===== src/rtl/sdr_rd_pkg.sv =====
// Package: shared widths, command encoding, burst slot type and the
// computed contents of the model's storage array.
// Assumes: widths below are fixed for one build; DATA_W >= BANK_W + COL_W.
package sdr_rd_pkg;

    parameter int BANK_W  = 2;
    parameter int COL_W   = 8;
    parameter int DATA_W  = 16;
    parameter int MAX_CL  = 3;
    parameter int DQM_LAT = 2;

    localparam int FILL_W = DATA_W - BANK_W - COL_W;

    typedef enum logic [1:0] {
        CMD_NOP = 2'd0,
        CMD_RD  = 2'd1,
        CMD_WR  = 2'd2,
        CMD_PRE = 2'd3
    } sdr_cmd_e;

    // One column access travelling from the burst engine to the bus.
    typedef struct packed {
        logic              vld;
        logic              ap_end;
        logic [BANK_W-1:0] bank;
        logic [COL_W-1:0]  col;
    } rd_slot_t;

    // Content of the storage array at (bank, col).
    function automatic logic [DATA_W-1:0] cell_word(
        input logic [BANK_W-1:0] bank,
        input logic [COL_W-1:0]  col
    );
        return {~col[FILL_W-1:0], bank, col};
    endfunction

    // Column bits that advance inside a burst; all ones for full page.
    function automatic logic [COL_W-1:0] wrap_mask(input logic [2:0] blen);
        logic [COL_W-1:0] m;
        if (blen[2]) begin
            m = '1;
        end else begin
            case (blen[1:0])
                2'd0:    m = COL_W'(0);
                2'd1:    m = COL_W'(1);
                2'd2:    m = COL_W'(3);
                default: m = COL_W'(7);
            endcase
        end
        return m;
    endfunction

endpackage


===== src/rtl/sdr_burst_gen.sv =====
// Burst engine: holds the running burst and presents one column access
// per clock. A read reloads it, a write or a precharge to the active bank
// stops it, and a fixed-length burst stops after its last column.
// Assumes: blen_i is steady while a burst runs.
module sdr_burst_gen
    import sdr_rd_pkg::*;
(
    input  logic              clk,
    input  logic              rst_n,
    input  sdr_cmd_e          cmd_i,
    input  logic [BANK_W-1:0] bank_i,
    input  logic [COL_W-1:0]  col_i,
    input  logic              autopre_i,
    input  logic [2:0]        blen_i,
    output rd_slot_t          slot_o
);

    logic              act_q;
    logic              ap_q;
    logic [BANK_W-1:0] bank_q;
    logic [COL_W-1:0]  col_q;
    logic [COL_W-1:0]  cnt_q;
    logic [COL_W-1:0]  mask;
    logic              last;

    // Decode the wrap mask and detect the final column of a fixed burst.
    always_comb begin
        mask = wrap_mask(blen_i);
        last = !blen_i[2] && (cnt_q == mask);
    end

    // Present the current column access.
    always_comb begin
        slot_o.vld    = act_q;
        slot_o.ap_end = act_q && ap_q && last;
        slot_o.bank   = bank_q;
        slot_o.col    = col_q;
    end

    // Load, advance or stop the burst.
    always_ff @(posedge clk) begin
        if (!rst_n) begin
            act_q  <= 1'b0;
            ap_q   <= 1'b0;
            bank_q <= '0;
            col_q  <= '0;
            cnt_q  <= '0;
        end else begin
            case (cmd_i)
                CMD_RD: begin
                    act_q  <= 1'b1;
                    ap_q   <= autopre_i;
                    bank_q <= bank_i;
                    col_q  <= col_i;
                    cnt_q  <= '0;
                end
                CMD_WR: begin
                    act_q <= 1'b0;
                end
                default: begin
                    if (cmd_i == CMD_PRE && bank_i == bank_q) begin
                        act_q <= 1'b0;
                    end else if (act_q) begin
                        if (last) begin
                            act_q <= 1'b0;
                        end else begin
                            cnt_q <= cnt_q + 1'b1;
                            col_q <= (col_q & ~mask) | ((col_q + 1'b1) & mask);
                        end
                    end
                end
            endcase
        end
    end

endmodule


===== src/rtl/sdr_cas_delay.sv =====
// CAS latency delay line: a chain of slot registers with a tap chosen by
// the latency select. A write empties the chain.
// Assumes: MAX_CL is 3, so the chain has taps for latency 2 and 3;
// cas3_i is steady while data is in flight.
module sdr_cas_delay
    import sdr_rd_pkg::*;
#(
    parameter int DEPTH = MAX_CL - 1
)(
    input  logic     clk,
    input  logic     rst_n,
    input  logic     flush_i,
    input  logic     cas3_i,
    input  rd_slot_t slot_i,
    output rd_slot_t slot_o
);

    localparam int TAP_LO = DEPTH - 2;
    localparam int TAP_HI = DEPTH - 1;

    rd_slot_t st [DEPTH];

    for (genvar i = 0; i < DEPTH; i++) begin : g_stage
        // Shift one slot per clock, cleared by reset or a write.
        always_ff @(posedge clk) begin
            if (!rst_n || flush_i) begin
                st[i] <= '0;
            end else if (i == 0) begin
                st[i] <= slot_i;
            end else begin
                st[i] <= st[(i == 0) ? 0 : i - 1];
            end
        end
    end

    // Pick the tap that matches the selected latency.
    always_comb begin
        slot_o = cas3_i ? st[TAP_HI] : st[TAP_LO];
    end

endmodule


===== src/rtl/sdr_out_stage.sv =====
// Output stage: delays the data mask by DQM_LAT clocks, registers the bus
// word and its enable, and flags completion of an auto-precharge burst.
// Assumes: the slot arriving here is due on the bus after this edge.
module sdr_out_stage
    import sdr_rd_pkg::*;
(
    input  logic              clk,
    input  logic              rst_n,
    input  logic              flush_i,
    input  logic              dqm_i,
    input  rd_slot_t          slot_i,
    output logic [DATA_W-1:0] dq_o,
    output logic              dq_oe_o,
    output logic              pre_mark_o,
    output logic [BANK_W-1:0] pre_bank_o
);

    logic [DQM_LAT-1:0] dqm_sr;
    logic               show;

    // Mask delay line, independent of the CAS latency path.
    always_ff @(posedge clk) begin
        if (!rst_n) begin
            dqm_sr <= '0;
        end else begin
            dqm_sr <= {dqm_sr[DQM_LAT-2:0], dqm_i};
        end
    end

    // A word is driven when present and not masked.
    always_comb begin
        show = slot_i.vld && !dqm_sr[DQM_LAT-1];
    end

    // Register bus value, enable and precharge mark.
    always_ff @(posedge clk) begin
        if (!rst_n || flush_i) begin
            dq_o       <= '0;
            dq_oe_o    <= 1'b0;
            pre_mark_o <= 1'b0;
            pre_bank_o <= '0;
        end else begin
            dq_o       <= show ? cell_word(slot_i.bank, slot_i.col) : '0;
            dq_oe_o    <= show;
            pre_mark_o <= slot_i.vld && slot_i.ap_end;
            pre_bank_o <= slot_i.bank;
        end
    end

endmodule


===== src/rtl/sdr_rd_pipe.sv =====
// Top: read data path of a single-data-rate SDRAM model. Commands feed the
// burst engine, its accesses pass the CAS delay line, and the output stage
// applies the data mask and drives the bus.
// Assumes: commands are legal for the device; configuration is steady
// during a burst.
module sdr_rd_pipe
    import sdr_rd_pkg::*;
(
    input  logic              clk,
    input  logic              rst_n,
    input  logic [1:0]        cmd_i,
    input  logic [BANK_W-1:0] bank_i,
    input  logic [COL_W-1:0]  col_i,
    input  logic              autopre_i,
    input  logic              dqm_i,
    input  logic [2:0]        blen_i,
    input  logic              cas3_i,
    output logic [DATA_W-1:0] dq_o,
    output logic              dq_oe_o,
    output logic              pre_mark_o,
    output logic [BANK_W-1:0] pre_bank_o
);

    sdr_cmd_e cmd_e;
    logic     wr_flush;
    rd_slot_t gen_slot;
    rd_slot_t due_slot;

    // Decode the command and the write flush.
    always_comb begin
        cmd_e    = sdr_cmd_e'(cmd_i);
        wr_flush = (cmd_e == CMD_WR);
    end

    sdr_burst_gen u_gen (
        .clk       (clk),
        .rst_n     (rst_n),
        .cmd_i     (cmd_e),
        .bank_i    (bank_i),
        .col_i     (col_i),
        .autopre_i (autopre_i),
        .blen_i    (blen_i),
        .slot_o    (gen_slot)
    );

    sdr_cas_delay u_cas (
        .clk     (clk),
        .rst_n   (rst_n),
        .flush_i (wr_flush),
        .cas3_i  (cas3_i),
        .slot_i  (gen_slot),
        .slot_o  (due_slot)
    );

    sdr_out_stage u_out (
        .clk        (clk),
        .rst_n      (rst_n),
        .flush_i    (wr_flush),
        .dqm_i      (dqm_i),
        .slot_i     (due_slot),
        .dq_o       (dq_o),
        .dq_oe_o    (dq_oe_o),
        .pre_mark_o (pre_mark_o),
        .pre_bank_o (pre_bank_o)
    );

endmodule


===== config.mk =====
export PLATFORM = sky130hd
export DESIGN_NAME = sdr_rd_pipe
export DESIGN_NICKNAME = d
export VERILOG_FILES = /design/src/rtl/sdr_rd_pkg.sv /design/src/rtl/sdr_burst_gen.sv /design/src/rtl/sdr_cas_delay.sv /design/src/rtl/sdr_out_stage.sv /design/src/rtl/sdr_rd_pipe.sv
export SDC_FILE = /design/constraint.sdc
export NUM_CORES = 1
export LEC_CHECK = 0
export BUFFER_PORTS_ARGS = -buffer_cell sky130_fd_sc_hd__buf_2
export CAP_MARGIN = 25
export CORE_ASPECT_RATIO = 1.2
export CORE_MARGIN = 8
export CORE_UTILIZATION = 45
export CTS_CLUSTER_DIAMETER = 30
export DETAILED_ROUTE_END_ITERATION = 10
export PLACE_DENSITY_LB_ADDON = 0.12
export SETUP_SLACK_MARGIN = 0.05
export SYNTH_ARGS = -nofsm -noshare
export SYNTH_HDL_FRONTEND = slang
export SYNTH_SLANG_ARGS = --single-unit

===== constraint.sdc =====
create_clock -name clk -period 3.32 [get_ports clk]
set_input_delay 0.664 -clock clk [delete_from_list [all_inputs] [get_ports clk]]
set_output_delay 0.664 -clock clk [all_outputs]
set_load 0.01 [all_outputs]

==> metrics.yaml, run 1 <==
pwr:
  power.switching_uw: 392
  switching_share_pct: 23.5
  seqPwrFrac_pct: 49.3
  p_total_uw: 1670
  clock_power_share_pct: 43.9
  p_int_uw: 1280
  combPwrFrac_pct: 6.8
  p_leak_uw: 0.00136
  powerDensity_nw_per_um2: 540
  ir_drop_mv: 0.257
grt:
  track_usage_pct: 13.0
  grt_pass1_vias: 2009
  grt_overflow: 0
  grt_max_degree: 40
  grt_antenna_before_repair: 0
  grt_pass1_wl_mm: 8.98
clock_network:
  clockRootBuffer: "clkbuf_8"
  path_clk_slew_ns: 0.07
  clk_latency_ns: 0.33
  cts_setup_buffers: 0
  postCtsHoldBufs: 0
  cts_tree: "built"
  clock-sinks: 66
  cts_buffers: 9
  h-tree-depth: 3
  cts_resized: 0
  clk_path_buf_depth: 2
floorplan:
  dieWidth_um: 85.9
  num_rows: 30
  die-area_um2: 8580
  ioPinCount: 40
  die_y_um: 99.9
  initial_utilization_pct: 46.6
  core_um2: 5670
yosys:
  synth_edf_count: 0
  synth_top_area_share_pct: 50.0
  ys_types: 47
  syn_area_per_cell_um2: 9.50
  yosysSeqAreaShare_pct: 50.0
  synth_area_leader_cell: "dfxtp_1"
  synth_flop_cell: "dfxtp_1"
  synthesis.nets: 303
  syn-cell-area_um2: 2640
  asyncSetResetFlopFracSynth_pct: 0
  ys.warnings.count: 0
  synthTopCellsByArea: "dfxtp_1 50%, and3_1 5.7%, mux2i_1 5.7%"
  ys_seq_elements: 66
  syn-instance-count: 278
place:
  dpl.hpwl_mm: 3.70
  gp_congestion: 0.853
  placed_cells: 383
  portBuffers: 39
run_status:
  outcome: "finished, final reports clean"
sta:
  tns_ns: 0
  slew_viol_final: 0
  setup_viol: 0
  period_share_pct: 64.3
  rsz0062_at_grt: "false"
  hold_ws_ns: 0.436
  fmax_ghz: 0.469
  clock_skew_ns: 0.00962
  final.min_clock_period_ns: 2.13
  worstMarginPinSlew_ns: 0.615
  finalHoldViolCount: 0
  maxSlewHeadroom_pct: 59.0
drt:
  antenna_left: 0
  wire_per_inst_um: 13.6
  drt_first_pass_iters: 4
  routed_wl_mm: 5.42
  vias: 2103
  dr.first_iter.drc_count: 77
  drc_errors: 0
  vias_per_cell: 5.27
setup_path:
  crit_fanout: 17
  ff2ff_path_depth: 5
  cp_slowest_cell: "or3_1"
  crit_type: "in2reg"
  crit_required_ns: 3.58
  cp-start-kind: "input pin"
  cp_cell_sequence: "buf_2 > inv_1 > ha_1 > inv_1 > nand2_1 > or3_1 > nor2b_1"
  path_buf_inv: 3
  cp.arrival_ns: 2.40
  max_stage_delay_ns: 0.65
  timing.rr.start: "u_gen.bank_q[1]"
  critPathTopFamily: "simple AND/OR/NAND/NOR gates"
  cp_common_cell: "inv_1"
  endpoint_kind: "register"
  r2r_slack_ns: 1.54
worst_hold_path:
  hold_start: "u_out.dqm_sr[0]"
  hp-class: "reg2reg"
  hold_end: "u_out.dqm_sr[1]"
  whs_path_depth: 1
final_layout:
  finalCoreUtilization_pct: 54.6
  diodes: 0
  final_cell_mix: "66 x dfxtp_1, 39 x buf_2, 31 x nor2_1, 24 x and3_1, 15 x mux2i_1"
  layout_commonest_cell: "dfxtp_1"
  finalNonFillerCells: 399
  drive_above_1_share_pct: 19.1
  nets: 339
  area_delta_synth_final_pct: 17.2
run:
  max_cap_violations: 0
## cell families after synthesis
kind of cell,share of synthesized area (%)
adder cells (fa/ha/maj),2.37
XOR/XNOR,2.65
AO/OA/AOI/OAI,12.3
AND/OR/NAND/NOR,22.3
buffers and inverters,4.22
flip-flops,50.0
multiplexers,6.11
## Yosys cell counts, types with 4 or more instances
cell type,count
a211oi_1,4
a21oi_1,5
a22oi_1,4
and3_1,24
buf_2,5
clkbuf_1,10
dfxtp_1,66
ha_1,5
inv_1,9
mux2i_1,15
nand2_1,13
nand3_1,13
nand4_1,5
nor2_1,31
nor2b_1,8
o21ai_0,5
or3_1,7
xnor2_1,5
## routing by layer
layer  GRT usage [%]  wire length (µm)  vias to the layer above
met4            7.70                47                        0
met3            3.84               393                        4
met5               0                 0                        -
met2            21.3              2480                       61
li1                -                 -                     1069
met1            14.5              2490                      969
## how the worst max path moves through the flow
| stage | from | end | slack [ns] | cells after the start |
|---|---|---|---|---|
| final | cmd_i[0] | u_out.dq_o[10] | 1.19 | 7 |
| after global routing | cmd_i[0] | u_out.dq_o[12] | 1.04 | 7 |
| after CTS | cmd_i[0] | u_out.dq_o[10] | 1.21 | 7 |
| after detailed placement | cmd_i[0] | u_out.dq_o[10] | 0.86 | 7 |
| after global placement | cmd_i[0] | u_out.dq_o[13] | 0.91 | 7 |
| after floorplan | cmd_i[0] | u_out.dq_o[8] | 1.30 | 8 |
## worst register-to-register path: stages (launching register included)
cell and delay [ns]:
dfxtp_1 0.36, xor2_1 0.25, o311ai_0 0.18, a21oi_1 0.55, o311a_1 0.27, nor3_1 0.04
## per-stage QoR
step	cell area, µm²	setup slack, ns
3_3_place_gp	2880	0.909
3_5_place_dp	2880	0.862
5_1_grt	3090	1.04
6_report	3090	1.19
2_1_floorplan	2640	1.30
4_1_cts	3090	1.21
## area by class of cell
cell class                 count  area, µm²
sequential                    66       1320
clock inverter                 7       92.6
timing repair buffer          41        210
inverter                      10       37.5
fill                         538       2570
tap                           80        100
clock buffer                   9        124
multi-input combinational    186       1210
## power groups by stage
stage / Sequential (µW) / Combinational (µW) / Clock [µW]
after floorplan: 837 / 81.1 / 0
after global placement: 841 / 112 / 0
after detailed placement: 841 / 113 / 0
after CTS: 823 / 113 / 748
after global routing: 825 / 127 / 777
final: 823 / 114 / 733
Power figures use the tool's default switching activity.
==> inputs of run 2 (changes only) <==
==> constraint.sdc (replaced) <==
create_clock -name clk -period 1.94 [get_ports clk]
set_input_delay 0.388 -clock clk [delete_from_list [all_inputs] [get_ports clk]]
set_output_delay 0.388 -clock clk [all_outputs]
set_load 0.01 [all_outputs]
==> metrics.yaml, run 2 (synthesis results as in run 1) <==
run_status:
  outcome: "finished, final reports clean"
setup_path:
  crit_required_ns: 2.18
  cp.arrival_ns: 1.90
  path_buf_inv: 0
  critPathTopFamily: "simple AND/OR/NAND/NOR gates"
  crit_fanout: 6
  cp-start-kind: "register"
  endpoint_kind: "register"
  max_stage_delay_ns: 0.42
  cp_slowest_cell: "nor4_1"
  crit_type: "reg2reg"
  cp_cell_sequence: "nor4_1 > o2111ai_2 > nor2_1 > nor3b_1 > a32o_1"
clock_network:
  cts_buffers: 9
  path_clk_slew_ns: 0.07
  clk_path_buf_depth: 2
  clk_latency_ns: 0.34
  h-tree-depth: 3
  cts_tree: "built"
  clockRootBuffer: "clkbuf_8"
  clock-sinks: 66
final_layout:
  fillers: 519
  finalNonFillerCells: 409
  seq_area_um2: 1320
  multi_input_area_um2: 1210
  finalCoreUtilization_pct: 56.4
  area_delta_synth_final_pct: 21.1
  diodes: 0
  nets: 349
  drive_above_1_share_pct: 21.9
  final_cell_mix: "66 x dfxtp_1, 39 x buf_2, 31 x nor2_1, 24 x and3_1, 15 x mux2i_1"
  layout_commonest_cell: "dfxtp_1"
floorplan:
  num_rows: 30
  die-area_um2: 8580
  die_y_um: 99.9
  initial_utilization_pct: 46.6
  ioPinCount: 40
  dieWidth_um: 85.9
  core_um2: 5670
drt:
  drt_first_pass_iters: 4
  dr.first_iter.drc_count: 92
  vias_per_cell: 5.17
  routed_wl_mm: 5.60
  wire_per_inst_um: 13.7
  drc_errors: 0
  antenna_left: 0
  vias: 2114
run:
  max_cap_violations: 0
pwr:
  p_total_uw: 3010
  ir_drop_mv: 0.374
  powerDensity_nw_per_um2: 941
  p_leak_uw: 0.00142
grt:
  grt_max_degree: 38
  grt_pass1_vias: 2039
  grt_overflow: 0
  track_usage_pct: 14.1
  grt_antenna_before_repair: 0
  grt_pass1_wl_mm: 9.55
sta:
  tns_ns: 0
  maxSlewHeadroom_pct: 61.4
  rsz0062_at_grt: "false"
  clock_skew_ns: 0.00763
  slew_viol_final: 0
  final.min_clock_period_ns: 1.66
  worstMarginPinSlew_ns: 0.571
  fmax_ghz: 0.601
  period_share_pct: 85.7
  setup_viol: 0
  finalHoldViolCount: 0
  hold_ws_ns: 0.256
place:
  dpl.hpwl_mm: 3.89
  gp_congestion: 0.882
  placed_cells: 392
  portBuffers: 39
worst_hold_path:
  hp-class: "in2reg"
[run 2: repair_timing]
action | in CTS | in global routing
setup buffers | 0 | 1
gates resized for setup | 0 | 1
hold buffers | 0 | 0
endpoints found under the setup margin | 0 | 4
[run 2: per-layer routing]
metal | track usage (%) | vias up | wire [µm]
met2 | 23.0 | 48 | 2650
met3 | 3.60 | 12 | 347
met1 | 15.7 | 969 | 2460
met5 | 0 | - | 0
li1 | - | 1085 | -
met4 | 9.59 | 0 | 140
[run 2: final cells by class]
cell class / count / share of cell area (%)
flip-flops and latches: 66 / 41.3
clock buffers: 9 / 3.87
inverters: 10 / 1.17
multi-input cells: 186 / 37.9
repair buffers: 51 / 8.92
clock inverters: 7 / 3.68
well taps: 80 / 3.13
[run 2: through the flow]
stage               setup slack [ns]  instance area [µm²]
detailed placement            0.0607                 2940
CTS                            0.193                 3190
global route                  0.0626                 3200
global placement              0.0854                 2940
floorplan                      0.192                 2640
finish                         0.277                 3200
[run 2: path summary, 6_finish.rpt]
check	startpoint	to	cells after the start	slack, ns
worst max-delay path	u_gen.cnt_q[5]	u_gen.cnt_q[1]	5	0.28
worst min-delay path	dqm_i	u_out.dqm_sr[0]	2	0.26
worst max register to register	u_gen.cnt_q[5]	u_gen.cnt_q[1]	5	0.28
worst min register to register	u_out.dqm_sr[0]	u_out.dqm_sr[1]	1	0.43
[run 2: worst reg2reg max path, delay by kind of cell (launching register included)]
| kind | cells | cell delay [ns] |
|---|---|---|
| AO/OA/AOI/OAI | 2 | 0.47 |
| AND/OR/NAND/NOR | 3 | 0.72 |
| flip-flops | 1 | 0.36 |
[run 2: power by group]
part           switching (µW)  internal, µW  total [µW]
clock network             536           853        1390
registers                24.5          1380        1410
logic                     118          91.6         210
==> inputs of run 3 (changes only) <==
--- a/config.mk
+++ b/config.mk
@@ -9,7 +9,7 @@
 export CAP_MARGIN = 25
 export CORE_ASPECT_RATIO = 1.2
 export CORE_MARGIN = 8
-export CORE_UTILIZATION = 45
+export CORE_UTILIZATION = 30
 export CTS_CLUSTER_DIAMETER = 30
 export DETAILED_ROUTE_END_ITERATION = 10
 export PLACE_DENSITY_LB_ADDON = 0.12
==> metrics.yaml, run 3 (synthesis results as in run 1) <==
final_layout:
  layout_commonest_cell: "dfxtp_1"
  area_delta_synth_final_pct: 23.9
  drive_above_1_share_pct: 22.1
  final_cell_mix: "66 x dfxtp_1, 39 x buf_2, 31 x nor2_1, 24 x and3_1, 15 x mux2i_1"
  stdcell_area_um2: 3270
  diodes: 0
  fillers: 896
  nets: 351
pwr:
  p_leak_uw: 0.00143
  powerDensity_nw_per_um2: 923
  power.switching_uw: 679
  combPwrFrac_pct: 7.3
  switching_share_pct: 22.5
  clock_power_share_pct: 46.0
  seqPwrFrac_pct: 46.7
  p_int_uw: 2340
  ir_drop_mv: 0.342
place:
  post_dp_cell_area_um2: 3030
  gp_congestion: 0.804
  dpl.hpwl_mm: 4.42
  portBuffers: 39
clock_network:
  clk_latency_ns: 0.33
  postCtsHoldBufs: 0
  cts_buffers: 9
  clock-sinks: 66
  path_clk_slew_ns: 0.08
  clockRootBuffer: "clkbuf_8"
  cts_tree: "built"
  clk_path_buf_depth: 2
  h-tree-depth: 3
setup_path:
  crit_required_ns: 2.21
  cp.arrival_ns: 1.98
  endpoint_kind: "register"
  crit_type: "reg2reg"
  crit_fanout: 7
  cp-start-kind: "register"
  timing.rr.start: "u_gen.bank_q[0]"
  timing.rr.end: "u_gen.cnt_q[4]"
  ff2ff_path_depth: 5
  r2r_slack_ns: 0.22
grt:
  grt_max_degree: 31
  grt_pass1_vias: 2071
  grt_antenna_before_repair: 0
  grt_overflow: 0
  grt_pass1_wl_mm: 10.4
  track_usage_pct: 10.9
sta:
  clock_skew_ns: 0.00883
  period_share_pct: 88.6
  rsz0062_at_grt: "false"
  final.min_clock_period_ns: 1.72
  finalHoldViolCount: 0
  slew_viol_final: 0
  maxSlewHeadroom_pct: 63.1
  hold_ws_ns: 0.259
  fmax_ghz: 0.582
  worstMarginPinSlew_ns: 0.545
  setup_viol: 0
drt:
  drc_errors: 0
  vias: 2104
  dr.first_iter.drc_count: 129
  routed_wl_mm: 6.08
  antenna_left: 0
  vias_per_cell: 4.70
  wire_per_inst_um: 13.6
  drt_first_pass_iters: 4
floorplan:
  die-area_um2: 12100
  initial_utilization_pct: 30.8
  die_y_um: 119
  core_um2: 8560
  num_rows: 37
  ioPinCount: 40
  dieWidth_um: 102
worst_hold_path:
  hold_end: "u_out.dqm_sr[0]"
  hold_start: "dqm_i"
  whs_path_depth: 2
  hp-class: "in2reg"
run_status:
  outcome: "finished, final reports clean"
run:
  max_cap_violations: 0
==> run 3: power groups by stage <==
stage	Sequential, µW	Clock (µW)	Combinational [µW]
floorplan	1430	0	139
global placement	1440	0	221
detailed placement	1440	0	222
global route	1410	1500	248
finish	1410	1390	221
CTS	1410	1430	223
==> run 3: routing by layer <==
| layer | up-vias | track usage, % | routed length, µm |
|---|---|---|---|
| li1 | 1088 | - | - |
| met1 | 960 | 13.2 | 2720 |
| met2 | 50 | 16.8 | 2860 |
| met3 | 6 | 3.58 | 400 |
| met4 | 0 | 5.14 | 92 |
| met5 | - | 0 | 0 |
==> run 3: critical path: stages (launching register included) <==
cell	delay (ns)
dfxtp_1	0.38
xor2_1	0.27
o31a_2	0.28
nand4_1	0.13
or4_1	0.42
a31oi_1	0.17
==> run 3: repair_timing <==
| action | 4_1_cts | 5_1_grt |
|---|---|---|
| gates resized for setup | 1 | 1 |
| buffers inserted | 0 | 0 |
| setup endpoints to repair | 4 | 4 |
==> run 3: metrics by stage <==
step                      setup TNS (ns)  std cells  util (%)  setup slack [ns]  power, µW
after floorplan                        0        278         -             0.192       1570
after global placement            -0.265        432      35.3            -0.113       1660
after detailed placement          -0.488        432      35.3            -0.171       1660
after CTS                              0        448      38.1            0.0700       3060
after global routing                   0        448      38.2            0.0608       3160
final                                  0        448      38.2             0.220       3020
==> run 3: final cells by class <==
cell class | count | area (µm²) | share of cell area [%]
clock buffers | 10 | 128 | 3.90
clock inverters | 6 | 114 | 3.48
inverters | 10 | 37.5 | 1.15
multi-input cells | 186 | 1210 | 37.0
flip-flops and latches | 66 | 1320 | 40.4
well taps | 117 | 146 | 4.48
repair buffers | 53 | 313 | 9.56
==> run 3: worst max path at each step <==
| stage | startpoint | to | slack [ns] | depth (start not counted) |
|---|---|---|---|---|
| 2_1_floorplan | cmd_i[0] | u_out.dq_o[8] | 0.19 | 8 |
| 3_3_place_gp | bank_i[0] | register | -0.11 | 6 |
| 3_5_place_dp | cmd_i[0] | register | -0.17 | 7 |
| 4_1_cts | u_gen.bank_q[0] | register | 0.07 | 5 |
| 5_1_grt | u_gen.bank_q[0] | u_gen.cnt_q[4] | 0.06 | 5 |
| 6_report | u_gen.bank_q[0] | u_gen.cnt_q[4] | 0.22 | 5 |
